## src/rtl/spi_seq_pkg.sv

```systemverilog
package spi_seq_pkg;

    // Sequencer states
    typedef enum logic [2:0] {
        S_IDLE,
        S_CHECK,
        S_SHIFT,
        S_DELAY,
        S_ADVANCE
    } seq_state_t;

    // Per-entry control word, MSB first: mode, format, lock, wait, hold, mask
    typedef struct packed {
        logic [2:0] mode;
        logic [1:0] fmt;
        logic       lock;
        logic       wdel;
        logic       hold;
        logic [7:0] mask;
    } entry_ctrl_t;

    localparam logic [2:0] MODE_TXONLY = 3'd4;
    localparam logic [2:0] MODE_FREE   = 3'd5;
    localparam logic [2:0] MODE_FULL   = 3'd7;

endpackage

```

## src/rtl/spi_seq_bufram.sv

```systemverilog
module spi_seq_bufram
    import spi_seq_pkg::*;
#(
    parameter int N     = 16,
    parameter int IDX_W = 4
) (
    input  logic              clk,
    input  logic              rst_n,
    input  logic [IDX_W-1:0]  sw_addr,
    input  logic [15:0]       sw_wdata,
    input  logic              sw_ctrl_we,
    input  logic              sw_data_we,
    input  logic              sw_rx_re,
    output logic [31:0]       sw_rx_rdata,
    input  logic [IDX_W-1:0]  seq_idx,
    output entry_ctrl_t       seq_ctrl,
    output logic [7:0]        seq_txbyte,
    output logic              seq_tx_upd,
    output logic              seq_rx_full,
    input  logic              consume,
    input  logic              cap_we,
    input  logic [7:0]        cap_data
);

    logic [15:0] ctrl_all [N];
    logic [7:0]  txd_all  [N];
    logic        upd_all  [N];
    logic [7:0]  rxd_all  [N];
    logic        full_all [N];
    logic        ovr_all  [N];

    for (genvar gi = 0; gi < N; gi++) begin : g_entry
        logic [15:0] ctrl_r;
        logic [7:0]  txd_r;
        logic        upd_r;
        logic [7:0]  rxd_r;
        logic        full_r;
        logic        ovr_r;
        logic        sel_sw;
        logic        sel_seq;

        assign sel_sw  = (sw_addr == IDX_W'(gi));
        assign sel_seq = (seq_idx == IDX_W'(gi));

        // Transmit half: software write marks the data fresh, a transfer start consumes it
        always_ff @(posedge clk or negedge rst_n) begin
            if (!rst_n) begin
                ctrl_r <= '0;
                txd_r  <= '0;
                upd_r  <= 1'b0;
            end else begin
                if (sw_ctrl_we && sel_sw) begin
                    ctrl_r <= sw_wdata;
                end
                if (consume && sel_seq) begin
                    upd_r <= 1'b0;
                end
                if (sw_data_we && sel_sw) begin
                    txd_r <= sw_wdata[7:0];
                    upd_r <= 1'b1;
                end
            end
        end

        // Receive half: capture fills the entry, a software read empties it
        always_ff @(posedge clk or negedge rst_n) begin
            if (!rst_n) begin
                rxd_r  <= '0;
                full_r <= 1'b0;
                ovr_r  <= 1'b0;
            end else if (cap_we && sel_seq) begin
                rxd_r  <= cap_data;
                ovr_r  <= full_r;
                full_r <= 1'b1;
            end else if (sw_rx_re && sel_sw) begin
                full_r <= 1'b0;
                ovr_r  <= 1'b0;
            end
        end

        assign ctrl_all[gi] = ctrl_r;
        assign txd_all[gi]  = txd_r;
        assign upd_all[gi]  = upd_r;
        assign rxd_all[gi]  = rxd_r;
        assign full_all[gi] = full_r;
        assign ovr_all[gi]  = ovr_r;
    end

    assign sw_rx_rdata = {~full_all[sw_addr], ovr_all[sw_addr], 22'd0, rxd_all[sw_addr]};
    assign seq_ctrl    = entry_ctrl_t'(ctrl_all[seq_idx]);
    assign seq_txbyte  = txd_all[seq_idx];
    assign seq_tx_upd  = upd_all[seq_idx];
    assign seq_rx_full = full_all[seq_idx];

endmodule

```

## src/rtl/spi_seq_shift.sv

```systemverilog
module spi_seq_shift #(
    parameter int HALF = 2
) (
    input  logic       clk,
    input  logic       rst_n,
    input  logic       start,
    input  logic [7:0] tx_byte,
    input  logic       miso,
    output logic       sclk,
    output logic       mosi,
    output logic       done,
    output logic [7:0] rx_byte
);

    localparam int CNT_W = $clog2(HALF) + 1;

    logic             active;
    logic [CNT_W-1:0] cnt;
    logic [2:0]       bitc;
    logic [7:0]       sh;

    // Mode 0: sample on the rising edge, shift on the falling edge
    always_ff @(posedge clk or negedge rst_n) begin
        if (!rst_n) begin
            active  <= 1'b0;
            cnt     <= '0;
            bitc    <= '0;
            sh      <= '0;
            sclk    <= 1'b0;
            done    <= 1'b0;
            rx_byte <= '0;
        end else begin
            done <= 1'b0;
            if (start && !active) begin
                active <= 1'b1;
                sh     <= tx_byte;
                cnt    <= '0;
                bitc   <= '0;
                sclk   <= 1'b0;
            end else if (active) begin
                if (cnt == CNT_W'(HALF - 1)) begin
                    cnt <= '0;
                    if (!sclk) begin
                        sclk    <= 1'b1;
                        rx_byte <= {rx_byte[6:0], miso};
                    end else begin
                        sclk <= 1'b0;
                        if (bitc == 3'd7) begin
                            active <= 1'b0;
                            done   <= 1'b1;
                        end else begin
                            bitc <= bitc + 3'd1;
                            sh   <= {sh[6:0], 1'b0};
                        end
                    end
                end else begin
                    cnt <= cnt + CNT_W'(1);
                end
            end
        end
    end

    assign mosi = active & sh[7];

endmodule

```

## src/rtl/spi_seq_fsm.sv

```systemverilog
module spi_seq_fsm
    import spi_seq_pkg::*;
#(
    parameter int N           = 16,
    parameter int CS_W        = 8,
    parameter int WAIT_CYCLES = 4,
    parameter int IDX_W       = 4,
    parameter int LEN_W       = 5
) (
    input  logic             clk,
    input  logic             rst_n,
    input  logic             grp_trig,
    input  logic [IDX_W-1:0] grp_start,
    input  logic [LEN_W-1:0] grp_len,
    input  logic             grp_done_clr,
    input  entry_ctrl_t      ent,
    input  logic             ent_tx_upd,
    input  logic             ent_rx_full,
    input  logic             shift_done,
    output logic [IDX_W-1:0] idx,
    output logic             shift_start,
    output logic             cap_we,
    output logic [CS_W-1:0]  cs_n,
    output logic             grp_done,
    output seq_state_t       state,
    output logic             fin
);

    localparam int DLY_W = $clog2(WAIT_CYCLES) + 1;

    seq_state_t       state_q, state_d;
    logic [IDX_W-1:0] idx_q;
    logic [LEN_W-1:0] remain_q;
    logic [DLY_W-1:0] dly_q;
    logic             hold_q, wdel_q, xfer_q, done_q;
    logic [CS_W-1:0]  cs_q;
    logic             ready, skip, last, dly_end;

    // Readiness per entry mode
    always_comb begin
        ready = 1'b0;
        skip  = 1'b0;
        unique case (ent.mode)
            MODE_FULL:   ready = ent_tx_upd & ~ent_rx_full;
            MODE_TXONLY: ready = ent_tx_upd;
            MODE_FREE:   ready = 1'b1;
            default:     skip  = 1'b1;
        endcase
    end

    assign last    = (remain_q == LEN_W'(1));
    assign dly_end = (dly_q == DLY_W'(WAIT_CYCLES - 1));

    // Next-state logic
    always_comb begin
        state_d = state_q;
        unique case (state_q)
            S_IDLE:    if (grp_trig && grp_len != '0) state_d = S_CHECK;
            S_CHECK:   if (skip) state_d = S_ADVANCE;
                       else if (ready) state_d = S_SHIFT;
            S_SHIFT:   if (shift_done) state_d = wdel_q ? S_DELAY : S_ADVANCE;
            S_DELAY:   if (dly_end) state_d = S_ADVANCE;
            S_ADVANCE: state_d = last ? S_IDLE : S_CHECK;
            default:   state_d = S_IDLE;
        endcase
    end

    // State register
    always_ff @(posedge clk or negedge rst_n) begin
        if (!rst_n) state_q <= S_IDLE;
        else        state_q <= state_d;
    end

    // Strobes
    assign shift_start = (state_q == S_CHECK) && !skip && ready;
    assign cap_we      = (state_q == S_SHIFT) && shift_done;
    assign fin         = ((state_q == S_ADVANCE) && last) ||
                         ((state_q == S_IDLE) && grp_trig && grp_len == '0);

    // Registered outputs and counters
    always_ff @(posedge clk or negedge rst_n) begin
        if (!rst_n) begin
            idx_q    <= '0;
            remain_q <= '0;
            dly_q    <= '0;
            hold_q   <= 1'b0;
            wdel_q   <= 1'b0;
            xfer_q   <= 1'b0;
            cs_q     <= '1;
            done_q   <= 1'b0;
        end else begin
            if (fin)               done_q <= 1'b1;
            else if (grp_done_clr) done_q <= 1'b0;
            unique case (state_q)
                S_IDLE: begin
                    if (grp_trig) begin
                        idx_q    <= grp_start;
                        remain_q <= grp_len;
                    end
                end
                S_CHECK: begin
                    if (shift_start) begin
                        cs_q   <= ent.mask[CS_W-1:0];
                        hold_q <= ent.hold;
                        wdel_q <= ent.wdel;
                        xfer_q <= 1'b1;
                    end else if (skip) begin
                        xfer_q <= 1'b0;
                    end
                end
                S_SHIFT: dly_q <= '0;
                S_DELAY: dly_q <= dly_q + DLY_W'(1);
                S_ADVANCE: begin
                    if ((xfer_q && !hold_q) || last) cs_q <= '1;
                    remain_q <= remain_q - LEN_W'(1);
                    idx_q    <= (idx_q == IDX_W'(N - 1)) ? '0 : idx_q + IDX_W'(1);
                end
                default: ;
            endcase
        end
    end

    assign idx      = idx_q;
    assign cs_n     = cs_q;
    assign grp_done = done_q;
    assign state    = state_q;

endmodule

```

## src/rtl/spi_group_seq.sv

```systemverilog
module spi_group_seq
    import spi_seq_pkg::*;
#(
    parameter int NUM_ENTRIES = 16,
    parameter int CS_W        = 8,
    parameter int SCLK_HALF   = 2,
    parameter int WAIT_CYCLES = 4,
    localparam int IDX_W      = $clog2(NUM_ENTRIES),
    localparam int LEN_W      = IDX_W + 1
) (
    input  logic             clk,
    input  logic             rst_n,
    input  logic [IDX_W-1:0] sw_addr,
    input  logic [15:0]      sw_wdata,
    input  logic             sw_ctrl_we,
    input  logic             sw_data_we,
    input  logic             sw_rx_re,
    output logic [31:0]      sw_rx_rdata,
    input  logic [IDX_W-1:0] grp_start,
    input  logic [LEN_W-1:0] grp_len,
    input  logic             grp_trig,
    input  logic             grp_done_clr,
    output logic             grp_done,
    output logic             spi_sclk,
    output logic             spi_mosi,
    input  logic             spi_miso,
    output logic [CS_W-1:0]  spi_cs_n
);

    entry_ctrl_t      ent;
    logic [7:0]       ent_txbyte, rx_byte;
    logic             ent_tx_upd, ent_rx_full;
    logic             shift_start, shift_done, cap_we, seq_fin;
    logic [IDX_W-1:0] seq_idx;
    seq_state_t       seq_state;

    spi_seq_bufram #(.N(NUM_ENTRIES), .IDX_W(IDX_W)) u_buf (
        .clk(clk), .rst_n(rst_n),
        .sw_addr(sw_addr), .sw_wdata(sw_wdata),
        .sw_ctrl_we(sw_ctrl_we), .sw_data_we(sw_data_we),
        .sw_rx_re(sw_rx_re), .sw_rx_rdata(sw_rx_rdata),
        .seq_idx(seq_idx), .seq_ctrl(ent), .seq_txbyte(ent_txbyte),
        .seq_tx_upd(ent_tx_upd), .seq_rx_full(ent_rx_full),
        .consume(shift_start), .cap_we(cap_we), .cap_data(rx_byte)
    );

    spi_seq_shift #(.HALF(SCLK_HALF)) u_shift (
        .clk(clk), .rst_n(rst_n), .start(shift_start), .tx_byte(ent_txbyte),
        .miso(spi_miso), .sclk(spi_sclk), .mosi(spi_mosi),
        .done(shift_done), .rx_byte(rx_byte)
    );

    spi_seq_fsm #(
        .N(NUM_ENTRIES), .CS_W(CS_W), .WAIT_CYCLES(WAIT_CYCLES),
        .IDX_W(IDX_W), .LEN_W(LEN_W)
    ) u_fsm (
        .clk(clk), .rst_n(rst_n),
        .grp_trig(grp_trig), .grp_start(grp_start), .grp_len(grp_len),
        .grp_done_clr(grp_done_clr),
        .ent(ent), .ent_tx_upd(ent_tx_upd), .ent_rx_full(ent_rx_full),
        .shift_done(shift_done), .idx(seq_idx), .shift_start(shift_start),
        .cap_we(cap_we), .cs_n(spi_cs_n), .grp_done(grp_done),
        .state(seq_state), .fin(seq_fin)
    );

endmodule

```

## config.mk

```make
export PLATFORM = sky130hd
export DESIGN_NAME = spi_group_seq
export DESIGN_NICKNAME = d
export VERILOG_FILES = /design/src/rtl/spi_seq_pkg.sv /design/src/rtl/spi_seq_bufram.sv /design/src/rtl/spi_seq_shift.sv /design/src/rtl/spi_seq_fsm.sv /design/src/rtl/spi_group_seq.sv
export SDC_FILE = /design/constraint.sdc
export NUM_CORES = 1
export LEC_CHECK = 0
export BUFFER_PORTS_ARGS = -buffer_cell sky130_fd_sc_hd__clkbuf_2
export CORE_MARGIN = 2
export CORE_UTILIZATION = 30
export CTS_BUF_LIST = sky130_fd_sc_hd__clkbuf_8
export CTS_CLUSTER_SIZE = 14
export DETAILED_ROUTE_END_ITERATION = 8
export GPL_TIMING_DRIVEN = 0
export PLACE_DENSITY = 0.49
export SLEW_MARGIN = 20
export SYNTH_ARGS = -nofsm -noshare
export SYNTH_HDL_FRONTEND = slang
export SYNTH_SLANG_ARGS = --single-unit
export TNS_END_PERCENT = 10
```

## constraint.sdc

```tcl
create_clock -name clk -period 5.9 [get_ports clk]
set_input_delay 1.18 -clock clk [delete_from_list [all_inputs] [get_ports clk]]
set_output_delay 1.18 -clock clk [all_outputs]
set_load 0.02 [all_outputs]
```

# Word level (Yosys, flattened, before mapping)

Index checks and enable logic that the tools add are counted.
Widths: inputs -> output; s select.

Register bits: 611
Input port bits: 37
Output and inout bits: 43

Add/sub/neg operators: 5
$lt $le $gt $ge: 2
Equality and inequality tests: 50
Muxes and demuxes: 150
Bitwise operators: 8
Reductions and logical operators: 146

Operators with widths:

| operator           | count |
|---|---|
| $mux 1             | 107 |
| $logic_and 1x1->1  | 89 |
| $mux 8             | 11 |
| $reduce_bool 2->1  | 39 |
| $bmux 16 s4        | 1 |
| $bmux 8 s4         | 2 |
| $eq 4x4->1 const B | 16 |
| $mux 3             | 11 |
| $eq 4x3->1 const B | 8 |
| $mux 16            | 2 |
| $bmux 1 s4         | 4 |
| $eq 4x2->1 const B | 4 |
| $pmux 8 s2         | 1 |
| $eq 3x3->1 const B | 5 |
| $pmux 3 s5         | 1 |
| $reduce_and 4->1   | 3 |
| $ge 5x5->1 const B | 2 |
| $not 4->5          | 2 |
| $pmux 5 s2         | 1 |
| $eq 3x2->1 const B | 3 |
| $eq 4x1->1 const B | 2 |
| $logic_not 4->1    | 2 |
| $mux 4             | 2 |
| $ne 2x1->1 const B | 4 |
| other kinds (24)   | 39 |

# Logic depth before layout (Yosys ltp)

Gate-level depths: netlist of run 1.

Depth in word-level cells: 11
Depth in mapped cells: 11
Gate-level depth less buffers: 7

# Cells and area by module

A second synthesis of run 1 with hierarchy kept.

Cells, all modules: 1916
Area, all modules: 28588.7 µm²

By module, submodules not included:

| module         | times used | cells an instance | area each (µm²) |
|---|---|---|---|
| spi_seq_bufram | 1          | 1678              | 26012.4 |
| spi_seq_fsm    | 1          | 145               | 1498.9 |
| spi_seq_shift  | 1          | 93                | 1077.3 |

# Worst setup path after synthesis of run 1

OpenSTA, ideal clock, no wires.

Path type: in2out
Start: input port sw_addr[0]
End: output port sw_rx_rdata[30]
Data arrival time: 3033 ps
Data required time: 4720 ps
Path slack: 1687 ps
Stages on the path: 4
Cell sequence: buf_2 > buf_1 > mux4_2 > mux4_2

Word-level cells in the longest chain between the ends: 4

RTL lines:

| item                                      | line                 | text |
|---|---|---|
| start, declared                           | spi_group_seq.sv:13  | `input logic [IDX_W-1:0] sw_addr,` |
| $not 4->5 (not written as such)           | spi_seq_bufram.sv:89 | `assign sw_rx_rdata = {~full_all[sw_addr], ovr_all[sw_addr], 22'd0, rxd_all[sw_addr]};` |
| $bmux 1 s4                                | spi_seq_bufram.sv:89 |  |
| $mux 1 (not written as such) (2 in a row) | spi_seq_bufram.sv:89 |  |
| end, declared                             | spi_group_seq.sv:18  | `output logic [31:0] sw_rx_rdata,` |

Every way passes these cells. The select of a mux whose other input is x is not followed.

# Final worst setup path of run 1

Start: input port sw_addr[1]
End: output port sw_rx_rdata[31]

Word-level cells in the longest chain between the ends: 5

RTL lines:

| item                                      | line |
|---|---|
| $not 4->5 (not written as such)           | spi_seq_bufram.sv:89 |
| $bmux 1 s4                                | spi_seq_bufram.sv:89 |
| $mux 1 (not written as such) (2 in a row) | spi_seq_bufram.sv:89 |
| $not 1->1                                 | spi_seq_bufram.sv:89 |

Every way passes these cells. The select of a mux whose other input is x is not followed.

==> results of run 1 <==
cell families after synthesis:
| family | share of synthesized area [%] |
|---|---|
| compound gates | 2.55 |
| mux | 34.8 |
| flops | 54.2 |
| simple gates | 4.90 |
| xor+xnor | 0.0673 |
| fa+ha+maj | 0.481 |
| buf+inv | 3.04 |
| other cells | 0.0144 |
flip-flops by register name, indices dropped and copies added (netlist names), 16 cells and up:
register,cells
u_buf.g_entry.upd_r,16
u_buf.g_entry.ovr_r,16
u_buf.g_entry.ctrl_r,208
u_buf.g_entry.rxd_r,128
u_buf.g_entry.txd_r,128
u_buf.g_entry.full_r,16
path summary, 6_finish.rpt:
check                           slack, ns                                 from                                     end
worst max-delay path                 0.89                           sw_addr[1]                         sw_rx_rdata[31]
worst min-delay path                 0.48  u_buf.g_entry[13].upd_r$_DFFE_PN0P_     u_buf.g_entry[13].upd_r$_DFFE_PN0P_
worst max register to register       1.64             u_fsm.idx[1]$_DFFE_PN0P_   u_buf.g_entry[9].rxd_r[5]$_DFFE_PN0P_
worst min register to register       0.48  u_buf.g_entry[13].upd_r$_DFFE_PN0P_     u_buf.g_entry[13].upd_r$_DFFE_PN0P_
max in group asynchronous            3.63                                rst_n  u_buf.g_entry[14].txd_r[4]$_DFFE_PN0P_
min in group asynchronous            0.50                                rst_n   u_buf.g_entry[1].rxd_r[0]$_DFFE_PN0P_
worst max-delay path: cells and delay by family:
family | cells | cell delay [ns]
buffers and inverters | 5 | 1.74
muxes | 2 | 0.90
report_power, final:
part | leakage, nW | total, W | switching (W) | internal, W
clock | 1.25 | 0.00396 | 0.00175 | 0.00222
sequential | 7.11 | 0.00515 | 0.000480 | 0.00467
combinational | 4.99 | 0.00401 | 0.00209 | 0.00192
layout by cell type, fill, tap and decap left out, types with 7 or more instances in the layout:
cell,count
a21o_1,12
o21ai_0,25
clkbuf_8,138
nor2_2,12
dfrtp_1,555
and2_1,12
clkbuf_1,84
a22oi_2,9
a21oi_1,14
clkinv_2,13
nand2_1,114
nor2_1,47
buf_6,8
a22oi_1,7
mux2_2,472
nor2b_1,12
dfstp_2,8
clkbuf_2,58
buf_1,7
ha_1,10
mux2i_1,20
mux4_2,156
nand3_1,56
conb_1,22
buf_2,19
inv_1,42
buf_4,25
layer usage:
layer | vias to the layer above | global-route usage, %
met5 | - | 0
li1 | 6850 | -
met3 | 127 | 3.26
met4 | 8 | 5.31
met1 | 8635 | 23.4
met2 | 333 | 27.7
per-stage QoR:
stage	util [%]	TNS, ns	setup slack (ns)	instance area, um2
after floorplan	-	0	1.69	26100
after global placement	32.2	-5131.31	-9.25	27800
after detailed placement	32.5	0	0.928	28000
after CTS	35.1	0	0.925	30300
after global routing	35.1	0	0.835	30300
final	35.1	0	0.886	30300
final cells by class:
cell class              instances  area (um2)  area share (%)
repair buffers                 59         444            1.47
clock buffers                 137        1890            6.23
multi-input cells            1062       11300            37.2
plain buffers                 149         739            2.44
clock inverters                49         344            1.14
inverters                      17        63.8           0.211
well taps                    1155        1450            4.77
flip-flops and latches        563       14100            46.6
==> results.md, run 1 <==
* Vias per cell at 5.00
* Clock root buffer: clkbuf_8
* Clock buffer depth at 3
* PortBufs at 51
* Cell Pwr Density at roughly 430 nW/um2
* Cts repair resizes at 0
* Max-Cap Viols at 0
* Core area at 86300 um2
* Crit path time final at 5.01 ns
* Synth Flop Type: dfrtp_1
* Drc violations at 0
* Avg Inst Size Synth at between 10 and 15 um2
* Maximum vdd drop at around 0.25 mV
* Initial antenna violation count at 4
* Die Height at 299 um
* Synth top area share at approximately 53%
* Starting Density at between 30% and 40%
* Post-Synthesis Cells at around 1800
* WP data required at around 4.7 ns
* Total Power at ~0.013 W
* Met3 routed wirelength at between 3000 and 4000 um
* Hold-critical path depth at 1
* R2R depth at 10
* TritonCTS Buffers at 98
* CP arrival at approximately 3.8 ns
* Chip Width at roughly 300 um
* Hold_buf cts at 0
* Routed WL per cell at 23.6 um
* Hold Crit Class: reg2reg
* Crit share post-route at a little over four fifths
* Cell accounting for the most synthesized area: dfrtp_1
* RSZ-0062 raised after global routing: false
* Final setup fails at 0
* CTS Sinks at around 560
* CTS tree: done
* Max-slew violations at 0
* Placed cell count at between 3000 and 4000
* Max Clock Skew at between 0.03 and 0.04 ns
* Post-Syn Area at approximately 26000 um2
* Via count at roughly 16000
* Row cnt at between 100 and 150
* Remaining Overflow, GRT at 0
* Seq/Total Area, Yosys at between 50% and 60%
* Largest net degree at the start of global routing at a little over 90
* Synth area leaders: dfrtp_1 53%, mux2_2 20%, mux4_2 13%
* IO Count at 80
* Post-synth top cells: 555 x dfrtp_1, 472 x mux2_2, 156 x mux4_2
* Clock-pin transition on the worst setup and hold timing paths at roughly 0.06 ns
* Met2 Routed Length at around 36000 um
* Setup Buffers After CTS at 0
* Cell chain of the critical path: clkbuf_2 -> clkbuf_1 -> buf_1 -> mux4_2 -> mux4_2 -> inv_1 -> clkbuf_2
* Routed WL at 75400 um
* Share of layout cells above drive strength 1 at between 40 and 50%
* LEAKAGE at between 10 and 15 nW
* Tot GR Track Use at between 10% and 20%
* # diodes at 0
* FF+latch count, synth at 563
* Synth warn at 0
* WS Path Type: in2out
* HPWL Detailed at 51700 um
* DRT iter0 DRCs at 956
* DR top layer: met5
* Global-route wire length before repair at between 100000 and 150000 um
* Ys async rst share at 100%
* Max-slew headroom at a little over a fifth
* Status: complete, no violations
* Fin Hold WS at around 0.48 ns
* CP endpoint kind: output port
* Slew @ Worst Pin at about 1.2 ns
* Die area at approximately 89000 um2
* Number of global-route vias before repair at about 17000
* Unique masters post-synth at 53
* CP peak stage delay at 0.83 ns
* M1 WL at 33800 um
* Fmax at approximately 200 MHz
* Crit start category: input port
* Fin nets at around 2000
* Routed Antenna Nets at 0
* Filler cells at 8365
* Htree depth at 3
* Slowest-stage cell, CP: buf_1
* Critical path peak fanout at 10
* Area Overhead vs Synth at 16.3%
* Most common cell in the netlist: dfrtp_1
* RePlAce Congestion at ~0.8
* Post-synth EDFFs at 0
* Worst-skew pair later-pin latency at between 0.7 and 0.8 ns
* Drt first pass iters at 5
* Post-Layout Cell Count at 3191
* Fin. Hold Viols at 0
(Power assumes the default switching activity.)
==> run 2, diff against run 1 <==
--- a/config.mk
+++ b/config.mk
@@ -12,7 +12,7 @@
 export CTS_CLUSTER_SIZE = 14
 export DETAILED_ROUTE_END_ITERATION = 8
 export GPL_TIMING_DRIVEN = 0
-export PLACE_DENSITY = 0.49
+export PLACE_DENSITY = 0.51
 export SLEW_MARGIN = 20
 export SYNTH_ARGS = -nofsm -noshare
 export SYNTH_HDL_FRONTEND = slang
==> constraint.sdc (replaced) <==
create_clock -name clk -period 4.58 [get_ports clk]
set_input_delay 0.916 -clock clk [delete_from_list [all_inputs] [get_ports clk]]
set_output_delay 0.916 -clock clk [all_outputs]
set_load 0.02 [all_outputs]
==> run 2 against run 1 <==
Net effect:
- worst setup slack got worse by 0.69 ns
- cell count down 0.28%
- utilization is 0.27 points lower
- critical endpoint unchanged
- largest cell class unchanged
- largest power group unchanged
==> results.md, run 2 (synthesis gave the netlist of run 1 again) <==
* Gate power share at a little under a third
* Htree depth at 3
* Sequential Power Share at 40.7%
* Part of the power in the clock network at roughly 28%
* Biggest regs: u_buf.g_entry.ctrl_r (208), u_buf.g_entry.rxd_r (128), u_buf.g_entry.txd_r (128)
* Filler cells at between 8000 and 9000
* WS Path Type: in2out
* Crit path time final at 4.38 ns
* Most common cell after layout, fill and taps aside: dfrtp_1
* Largest net degree at the start of global routing at between 80 and 90
* Starting Density at ~30%
* Largest Register: u_buf.g_entry.ctrl_r
* Row cnt at about 110
* Sw Ratio at about a third
* Crit start category: input port
* Initial antenna violation count at 6
* Clock-pin transition on the worst setup and hold timing paths at approximately 0.060 ns
* Slew @ Worst Pin at ~1.1 ns
* PortBufs at between 50 and 60
* Critical path peak fanout at 10
* Fmax at approximately 230 MHz
* Maximum vdd drop at 0.308 mV
* Slowest-stage cell, CP: buf_1
* Setup Buffers After CTS at 0
* DRT iter0 DRCs at 846
* Share of layout cells above drive strength 1 at 45.1%
* Cts repair resizes at 0
* CTS Sinks at 563
* Global-route wire length before repair at between 100000 and 150000 um
* Vias per cell at roughly 5.0
* Register area at 14100 um2
* Crit share post-route at 95.7%
* Placed cell count at 3008
* Routed Antenna Nets at 0
* Remaining Overflow, GRT at 0
* RSZ-0062 raised after global routing: false
* IO Count at 80
* Final setup fails at 0
* Number of global-route vias before repair at approximately 17000
* LEAKAGE at 13.2 nW
* Drt first pass iters at 5
* Post-Layout Cell Count at between 3000 and 4000
* Area Overhead vs Synth at 15.4%
* CP endpoint kind: output port
* Clock buffer depth at 3
* Hold_buf cts at 0
* CTS tree: done
* Cell chain of the critical path: clkbuf_2 -> clkbuf_1 -> buf_1 -> mux4_2 -> mux4_2 -> inv_1 -> clkbuf_2
* Fin Hold WS at 0.187 ns
* Max-Cap Viols at 0
* Cell Pwr Density at 544 nW/um2
* Commonest cells after routing, fill and taps aside: 555 x dfrtp_1, 472 x mux2_2, 156 x mux4_2
* Max-slew headroom at 24.3%
* Tot GR Track Use at between 10% and 20%
* CP arrival at 3.47 ns
* Cell-internal power at 0.0109 W
* Max-slew violations at 0
* Via count at between 15000 and 20000
* Hold Crit Class: in2async
* Clock root buffer: clkbuf_8
* Number of flip-flops in the largest register at approximately 210
* Worst-skew pair later-pin latency at approximately 0.74 ns
* RePlAce Congestion at roughly 0.81
* Drc violations at 0
* Status: complete, no violations
* Switching power total at 0.00545 W
* CP peak stage delay at approximately 0.70 ns
* WP data required at 3.66 ns
* Routed WL at between 70000 and 80000 um
* Die area at 89100 um2
* Die Height at approximately 300 um
* Routed WL per cell at between 20 and 25 um
* Chip Width at between 200 and 300 um
* Fin. Hold Viols at 0
* HPWL Detailed at about 52000 um
* TritonCTS Buffers at ~100
* Max Clock Skew at between 0.04 and 0.05 ns
* Area of the multi-input gates at 11300 um2
* Core area at between 80000 and 90000 um2
* Fin nets at 2000
## run 2: cell types whose count changed in the layout (fill, tap and decap cells not counted), moves of 3 or more
cell       change
clkinv_2       -8
bufinv_16      -3
inv_1         +13
buf_1          +3
clkbuf_8      -15
## run 2: worst max-delay path: cells and delay by family
| family | cells | cell delay, ns |
|---|---|---|
| buffers and inverters | 5 | 1.66 |
| muxes | 2 | 0.89 |
## run 2: cell type report
cell class | instances | area share, %
clock inverter | 50 | 0.816
inverter | 17 | 0.212
antenna | 2 | 0.0167
multi-input combinational | 1062 | 37.5
tap | 1155 | 4.81
sequential | 563 | 46.9
buffer | 149 | 2.45
timing repair buffer | 62 | 1.71
clock buffer | 122 | 5.59
## run 2: final timing paths
path | startpoint | to | slack (ns) | cells past startpoint
min in group clk | grp_len[2] | u_fsm.remain_q[2]$_DFFE_PN0P_ | 0.44 | 3
worst min register to register | u_buf.g_entry[7].upd_r$_DFFE_PN0P_ | u_buf.g_entry[7].upd_r$_DFFE_PN0P_ | 0.48 | 1
worst max-delay path | sw_addr[1] | sw_rx_rdata[31] | 0.20 | 7
worst max register to register | u_fsm.idx[1]$_DFFE_PN0P_ | u_buf.g_entry[13].rxd_r[0]$_DFFE_PN0P_ | 0.37 | 10
max in group asynchronous | rst_n | u_buf.g_entry[8].txd_r[6]$_DFFE_PN0P_ | 2.91 | 4
worst min-delay path | rst_n | u_buf.g_entry[3].ctrl_r[1]$_DFFE_PN0P_ | 0.19 | 1
## run 2: routing by layer
metal  track usage (%)  up-vias  wire (um)
met5                 0        -         51
met4              5.23        8       1890
met3              3.38      136       3470
met2              27.8      352      36000
met1              22.4     8562      32500
li1                  -     6829          -
## run 2: power by group through the flow
stage	logic [W]	registers, W	clock network [W]
2_1_floorplan	0.00361	0.00653	0
3_3_place_gp	0.00513	0.00667	0
3_5_place_dp	0.00525	0.00671	0
4_1_cts	0.00527	0.00663	0.00467
5_1_grt	0.00556	0.00677	0.00491
6_report	0.00516	0.00664	0.00453
## run 2: through the flow
step / TNS (ns) / util (%) / instance area [um2] / power (W) / worst slack, ns
6_report: 0 / 34.8 / 30000 / 0.0163 / 0.196
5_1_grt: 0 / 34.8 / 30000 / 0.0172 / 0.127
4_1_cts: 0 / 34.8 / 30000 / 0.0166 / 0.195
3_5_place_dp: 0 / 32.5 / 28100 / 0.0120 / 0.190
3_3_place_gp: -5702.60 / 32.2 / 27800 / 0.0118 / -10.26
2_1_floorplan: 0 / - / 26100 / 0.0101 / 0.895
